**config.mk**
```make
export PLATFORM = sky130hd
export DESIGN_NAME = periodic_capture_timer
export DESIGN_NICKNAME = d
export VERILOG_FILES = /design/src/rtl/pct_pkg.sv /design/src/rtl/pct_sync.sv /design/src/rtl/pct_counter.sv /design/src/rtl/pct_capture.sv /design/src/rtl/periodic_capture_timer.sv
export SDC_FILE = /design/constraint.sdc
export NUM_CORES = 1
export LEC_CHECK = 0
export ABC_AREA = 1
export BUFFER_PORTS_ARGS = -buffer_cell sky130_fd_sc_hd__buf_2
export CORE_MARGIN = 8
export CORE_UTILIZATION = 45
export CTS_BUF_LIST = sky130_fd_sc_hd__clkbuf_16
export DETAILED_ROUTE_END_ITERATION = 8
export PLACE_DENSITY = 0.76
export SLEW_MARGIN = 20
export SYNTH_ARGS = -nofsm -noshare
export SYNTH_HDL_FRONTEND = slang
export SYNTH_HIERARCHICAL = 1
export SYNTH_SLANG_ARGS = --single-unit
```
**constraint.sdc**
```tcl
create_clock -name clk_i -period 1.9 [get_ports clk_i]
set_input_delay 0.19 -clock clk_i [delete_from_list [all_inputs] [get_ports clk_i]]
set_output_delay 0.19 -clock clk_i [all_outputs]
set_load 0.01 [all_outputs]
```
**src/rtl/pct_pkg.sv**
```systemverilog
package pct_pkg;
  typedef enum logic [1:0] {
    MODE_CMP = 2'b00,
    MODE_CAP = 2'b01,
    MODE_PWM = 2'b10,
    MODE_RSV = 2'b11
  } mode_e;

  typedef enum logic [1:0] {
    EDGE_RISE = 2'b00,
    EDGE_FALL = 2'b01,
    EDGE_BOTH = 2'b10,
    EDGE_OFF  = 2'b11
  } edge_e;
endpackage

```
**src/rtl/pct_sync.sv**
```systemverilog
module pct_sync #(
  parameter int STAGES = 2
) (
  input  logic clk_i,
  input  logic rst_ni,
  input  logic d_i,
  output logic rise_o,
  output logic fall_o
);
  localparam int LAST = STAGES - 1;
  // q[0..LAST] synchroniser chain, q[STAGES] previous synchronised value
  logic [STAGES:0] q;

  always_ff @(posedge clk_i or negedge rst_ni) begin
    if (!rst_ni) q <= '0;
    else         q <= {q[STAGES-1:0], d_i};
  end

  assign rise_o = q[LAST] & ~q[STAGES];
  assign fall_o = ~q[LAST] & q[STAGES];
endmodule

```
**src/rtl/pct_counter.sv**
```systemverilog
module pct_counter #(
  parameter int CNT_W = 10
) (
  input  logic             clk_i,
  input  logic             rst_ni,
  input  logic             en_i,
  input  logic             pause_i,
  input  logic [CNT_W-1:0] period_i,
  input  logic [CNT_W-1:0] cmpa_i,
  output logic [CNT_W-1:0] cnt_o,
  output logic             p_hit_o,
  output logic             a_hit_o
);
  localparam logic [CNT_W-1:0] ONE = CNT_W'(1);

  logic [CNT_W-1:0] cnt_q, nxt;
  logic             step;

  assign step    = en_i & ~pause_i;
  assign nxt     = cnt_q + ONE;
  assign p_hit_o = step & (nxt == period_i);
  assign a_hit_o = step & (nxt == cmpa_i);

  always_ff @(posedge clk_i or negedge rst_ni) begin
    if (!rst_ni)      cnt_q <= '0;
    else if (!en_i)   cnt_q <= '0;
    else if (p_hit_o) cnt_q <= '0;
    else if (step)    cnt_q <= nxt;
  end

  assign cnt_o = cnt_q;
endmodule

```
**src/rtl/pct_capture.sv**
```systemverilog
module pct_capture
  import pct_pkg::*;
#(
  parameter int CNT_W = 10
) (
  input  logic             clk_i,
  input  logic             rst_ni,
  input  logic             en_i,
  input  logic [1:0]       mode_i,
  input  logic [1:0]       edge_sel_i,
  input  logic             rise_i,
  input  logic             fall_i,
  input  logic [CNT_W-1:0] cnt_i,
  input  logic             a_hit_i,
  input  logic             p_hit_i,
  input  logic             wr_i,
  input  logic [CNT_W-1:0] wdata_i,
  input  logic             clr_a_i,
  input  logic             clr_p_i,
  output logic [CNT_W-1:0] cmpa_o,
  output logic             flag_a_o,
  output logic             flag_p_o
);
  logic is_cap, edge_ok, cap_evt, a_set;

  assign is_cap = (mode_i == MODE_CAP);

  always_comb begin
    unique case (edge_e'(edge_sel_i))
      EDGE_RISE: edge_ok = rise_i;
      EDGE_FALL: edge_ok = fall_i;
      EDGE_BOTH: edge_ok = rise_i | fall_i;
      default:   edge_ok = 1'b0;
    endcase
  end

  assign cap_evt = en_i & is_cap & edge_ok;
  assign a_set   = is_cap ? cap_evt : a_hit_i;

  always_ff @(posedge clk_i or negedge rst_ni) begin
    if (!rst_ni)               cmpa_o <= '0;
    else if (cap_evt)          cmpa_o <= cnt_i;
    else if (wr_i && !is_cap)  cmpa_o <= wdata_i;
  end

  // set has priority over clear
  always_ff @(posedge clk_i or negedge rst_ni) begin
    if (!rst_ni) begin
      flag_a_o <= 1'b0;
      flag_p_o <= 1'b0;
    end else begin
      if (a_set)        flag_a_o <= 1'b1;
      else if (clr_a_i) flag_a_o <= 1'b0;
      if (p_hit_i)      flag_p_o <= 1'b1;
      else if (clr_p_i) flag_p_o <= 1'b0;
    end
  end
endmodule

```
**src/rtl/periodic_capture_timer.sv**
```systemverilog
module periodic_capture_timer #(
  parameter int CNT_W       = 10,
  parameter int SYNC_STAGES = 2
) (
  input  logic             clk_i,
  input  logic             rst_ni,
  input  logic             en_i,
  input  logic             pause_i,
  input  logic [1:0]       mode_i,
  input  logic [1:0]       edge_sel_i,
  input  logic             cap_i,
  input  logic [CNT_W-1:0] period_i,
  input  logic             cmpa_wr_i,
  input  logic [CNT_W-1:0] cmpa_wdata_i,
  input  logic             clr_a_i,
  input  logic             clr_p_i,
  output logic [CNT_W-1:0] cnt_o,
  output logic [CNT_W-1:0] cmpa_o,
  output logic             flag_a_o,
  output logic             flag_p_o
);
  logic rise, fall, p_hit, a_hit;

  pct_sync #(.STAGES(SYNC_STAGES)) u_sync (
    .clk_i  (clk_i),
    .rst_ni (rst_ni),
    .d_i    (cap_i),
    .rise_o (rise),
    .fall_o (fall)
  );

  pct_counter #(.CNT_W(CNT_W)) u_cnt (
    .clk_i    (clk_i),
    .rst_ni   (rst_ni),
    .en_i     (en_i),
    .pause_i  (pause_i),
    .period_i (period_i),
    .cmpa_i   (cmpa_o),
    .cnt_o    (cnt_o),
    .p_hit_o  (p_hit),
    .a_hit_o  (a_hit)
  );

  pct_capture #(.CNT_W(CNT_W)) u_cap (
    .clk_i      (clk_i),
    .rst_ni     (rst_ni),
    .en_i       (en_i),
    .mode_i     (mode_i),
    .edge_sel_i (edge_sel_i),
    .rise_i     (rise),
    .fall_i     (fall),
    .cnt_i      (cnt_o),
    .a_hit_i    (a_hit),
    .p_hit_i    (p_hit),
    .wr_i       (cmpa_wr_i),
    .wdata_i    (cmpa_wdata_i),
    .clr_a_i    (clr_a_i),
    .clr_p_i    (clr_p_i),
    .cmpa_o     (cmpa_o),
    .flag_a_o   (flag_a_o),
    .flag_p_o   (flag_p_o)
  );
endmodule

```
==> results by group <==
Placed design
  – Placer Congestion: 0.834
  – Placed instance area: 2210 µm²
  – DP Wirelength: 3890 µm
  – PortBufs: 53

Synth
  – Primary FF master, synth: dfrtp_1
  – Fraction of the mapped netlist area in simple logic gates: 48.1%
  – Main combinational cell family by area after synthesis: simple AND/OR/NAND/NOR gates
  – Synthesized area per cell: 6.49 µm²
  – Count of state elements after synthesis: 25
  – Synth Area in XOR/XNOR: 4.57%
  – Top post-synthesis cells by area: dfrtp_1 (33%), nand2_1 (23%), nand3_1 (8.5%), inv_1 (7.2%), nor2_1 (5.0%)
  – Compound-cell area share of the yosys netlist: 2.85%
  – Synth cell types: 29
  – Post-synthesis sequential area ratio: 33.1%
  – Async set or reset register ratio after synthesis: 100%
  – Post-synth EDFFs: 0
  – Largest area contributor in the netlist: dfrtp_1
  – Top cell type's share of synthesized area: 33.1%
  – Mux cell area share after synthesis: 0%
  – Mapped Cells: 291
  – Synth Cell Area: 1890 µm²
  – Yosys warning total: 6
  – Adder-cell share of the synthesized area: 0.662%
  – Net Count, Synth: 324

Clock tree
  – CTS Buf Count: 3
  – CTS root buf: clkbuf_16
  – H-Tree Depth: 1
  – Clock Latency Late Sink: 0.26 ns
  – Clk sinks: 25
  – Clock Tree Buf Depth: 2
  – Clk slew on worst S/H paths: 0.06 ns
  – CTS tree: built

Timing
  – RSZ-0062 raised after global routing: yes
  – Rel. slew slack: 62.9%
  – Final hold vios: 0
  – Final min period: 1.83 ns
  – Achievable Freq: 546 MHz
  – Max-slew violations: 0
  – Worst Skew: 0.00229 ns
  – Final-report setup violation count: 0
  – Setup TNS: 0 ns
  – Slew of the pin with the lowest slew margin: 0.557 ns
  – Fin Hold WS: 0.0389 ns
  – Crit share post-route: 96.3%

Setup path
  – Critical Path AT: 1.98 ns
  – Critical Path RT: 2.05 ns
  – CP Launch Type: flop
  – Peak fanout along the critical path: 5
  – Critical path endpoint category: flop
  – Crit Path Category: reg2reg

Layout
  – Nets@finish: 391
  – Layout area overhead: 30.4%
  – Finished Cell Area: 2460 µm²
  – Fraction of layout cells with a size suffix above 1: 33.1%
  – Ant diodes: 0

Die
  – Die height: 80.8 µm
  – Core ar.: 4030 µm²
  – Chip Width: 80.8 µm
  – DIE AREA: 6530 µm²
  – Top Ports: 54
  – Initial core utilization: 46.9%
  – Std-Cell Rows: 23

Drt
  – Via count: 1,997
  – Via density: 4.91
  – Detailed Routing Iterations Pass 1: 4
  – Wire per inst: 12.6 µm
  – DR iter-0 viols: 115
  – Post-route DRC: 0
  – Routed Antenna Nets: 0
  – Drt total wl: 5150 µm

Outcome
  – Status: finished clean

GRT
  – First-pass GRT wire length: 8250 µm
  – GRT overflow: 0
  – Initial antenna violation count: 0
  – Total GRT Usage: 15.4%
  – Largest net degree at the start of global routing: 26
  – Vias in the first global route: 1,871

Hold path
  – Min-Delay Path Class: in2reg

Power
  – Cell Pwr Density: 564 nW/µm²
  – Maximum vdd drop: 437 µV
  – Leak: 1.34 nW

Job
  – Max-cap viol count: 0
repair_timing:
item                                    CTS  global route
gates resized for setup                   0            30
buffers inserted                          0             8
endpoints found under the hold margin    25             0
hold buffers                              1             0
endpoints found under the setup margin    0            12
per-layer routing:
metal	part of all wire, %	routed length (µm)	global-route usage (%)
met4	0.66	34	4.46
met3	6.5	332	2.98
met1	46	2360	20.3
met2	47	2420	24.9
met5	0	0	0
layout by cell type (no fill, tap or decap), types with 2 or more instances in the layout:
cell       netlist  final
buf_2            2     53
buf_4            2     12
buf_6            2      2
clkbuf_16        0      3
dfrtp_1         25     21
dfrtp_2          0      4
inv_1           36     35
inv_2            2      3
nand2_1        116    106
nand2_2         11     19
nand2_4          1      4
nand3_1         32     31
nand3_2          3      3
nand3b_1         3      3
nand4_1          2      2
nor2_1          25     23
nor2_2           4      4
nor2_4           2      4
nor3_1           2      2
o21ai_0          2      2
o21ai_1          2      2
o21bai_1         2      2
xnor2_1          2      2
xor2_1           6      5
xor2_2           1      2
registers in the layout (all words and copies together), names as in the netlist:
signal / cells
u_cnt/cnt_o: 10
u_cap/flag_a_o: 1
u_sync/q: 3
u_cap/cmpa_o: 10
u_cap/flag_p_o: 1
metrics by stage:
step	util, %	power (mW)	setup WS, ns	instances
finish	61.1	1.39	0.0699	407
global route	61.1	1.46	-0.0841	407
CTS	57.0	1.36	0.0552	398
detailed placement	54.8	0.898	0.0695	393
global placement	54.8	0.894	0.0683	393
floorplan	-	0.777	0.159	291
synthesized netlist by cell type (2+ instances only):
master / number
nand4_1: 2
nor2_4: 2
nand3b_1: 3
o21bai_1: 2
nor3_1: 2
nand3_2: 3
nor2_1: 25
nor2_2: 4
dfrtp_1: 25
buf_4: 2
nand2_2: 11
xor2_1: 6
nand2_1: 116
buf_6: 2
inv_2: 2
o21ai_0: 2
buf_2: 2
nand3_1: 32
inv_1: 36
xnor2_1: 2
o21ai_1: 2
layout make-up:
type,instances,area [µm²]
fillers,364,1570
multi-input cells,221,1150
flip-flops and latches,25,631
repair buffers,68,388
inverters,39,149
clock buffers,3,75.1
well taps,50,62.6
clock inverters,1,3.75
cell families after synthesis:
family / after synthesis
buffers and inverters: 46
xor gates and xnor gates: 9
and+or+nand+nor: 202
AOI/OAI and AO/OA: 8
adders and majority gates: 1
DFF: 25
worst max-delay path, stage by stage (launching register included):
cell and delay (ns):
dfrtp_1 0.42, ha_4 0.30, inv_4 0.04, nand2_2 0.04
nand2_1 0.05, nor2_1 0.09, nand3_1 0.10, nor2_2 0.15
nand3_2 0.10, nor2_4 0.19, nand2_4 0.11, nand2_2 0.08
nand2_1 0.04
power by group:
group / switching [mW] / total [mW] / internal (mW)
Clock: 0.181 / 0.463 / 0.281
Combinational: 0.176 / 0.316 / 0.140
Sequential: 0.0405 / 0.610 / 0.570
final timing paths:
check                               start              to  slack [ns]  cells past startpoint
min in group asynchronous          rst_ni  u_cap/flag_p_o        0.46                      2
setup / recovery           u_cnt/cnt_o[1]  u_cnt/cnt_o[0]        0.07                     12
max in group asynchronous          rst_ni  u_cnt/cnt_o[2]        1.04                      2
hold reg to reg               u_sync/q[0]     u_sync/q[1]        0.36                      0
setup reg to reg           u_cnt/cnt_o[1]  u_cnt/cnt_o[0]        0.07                     12
hold / removal                      cap_i     u_sync/q[0]        0.04                      1
(Power assumes the default switching activity.)
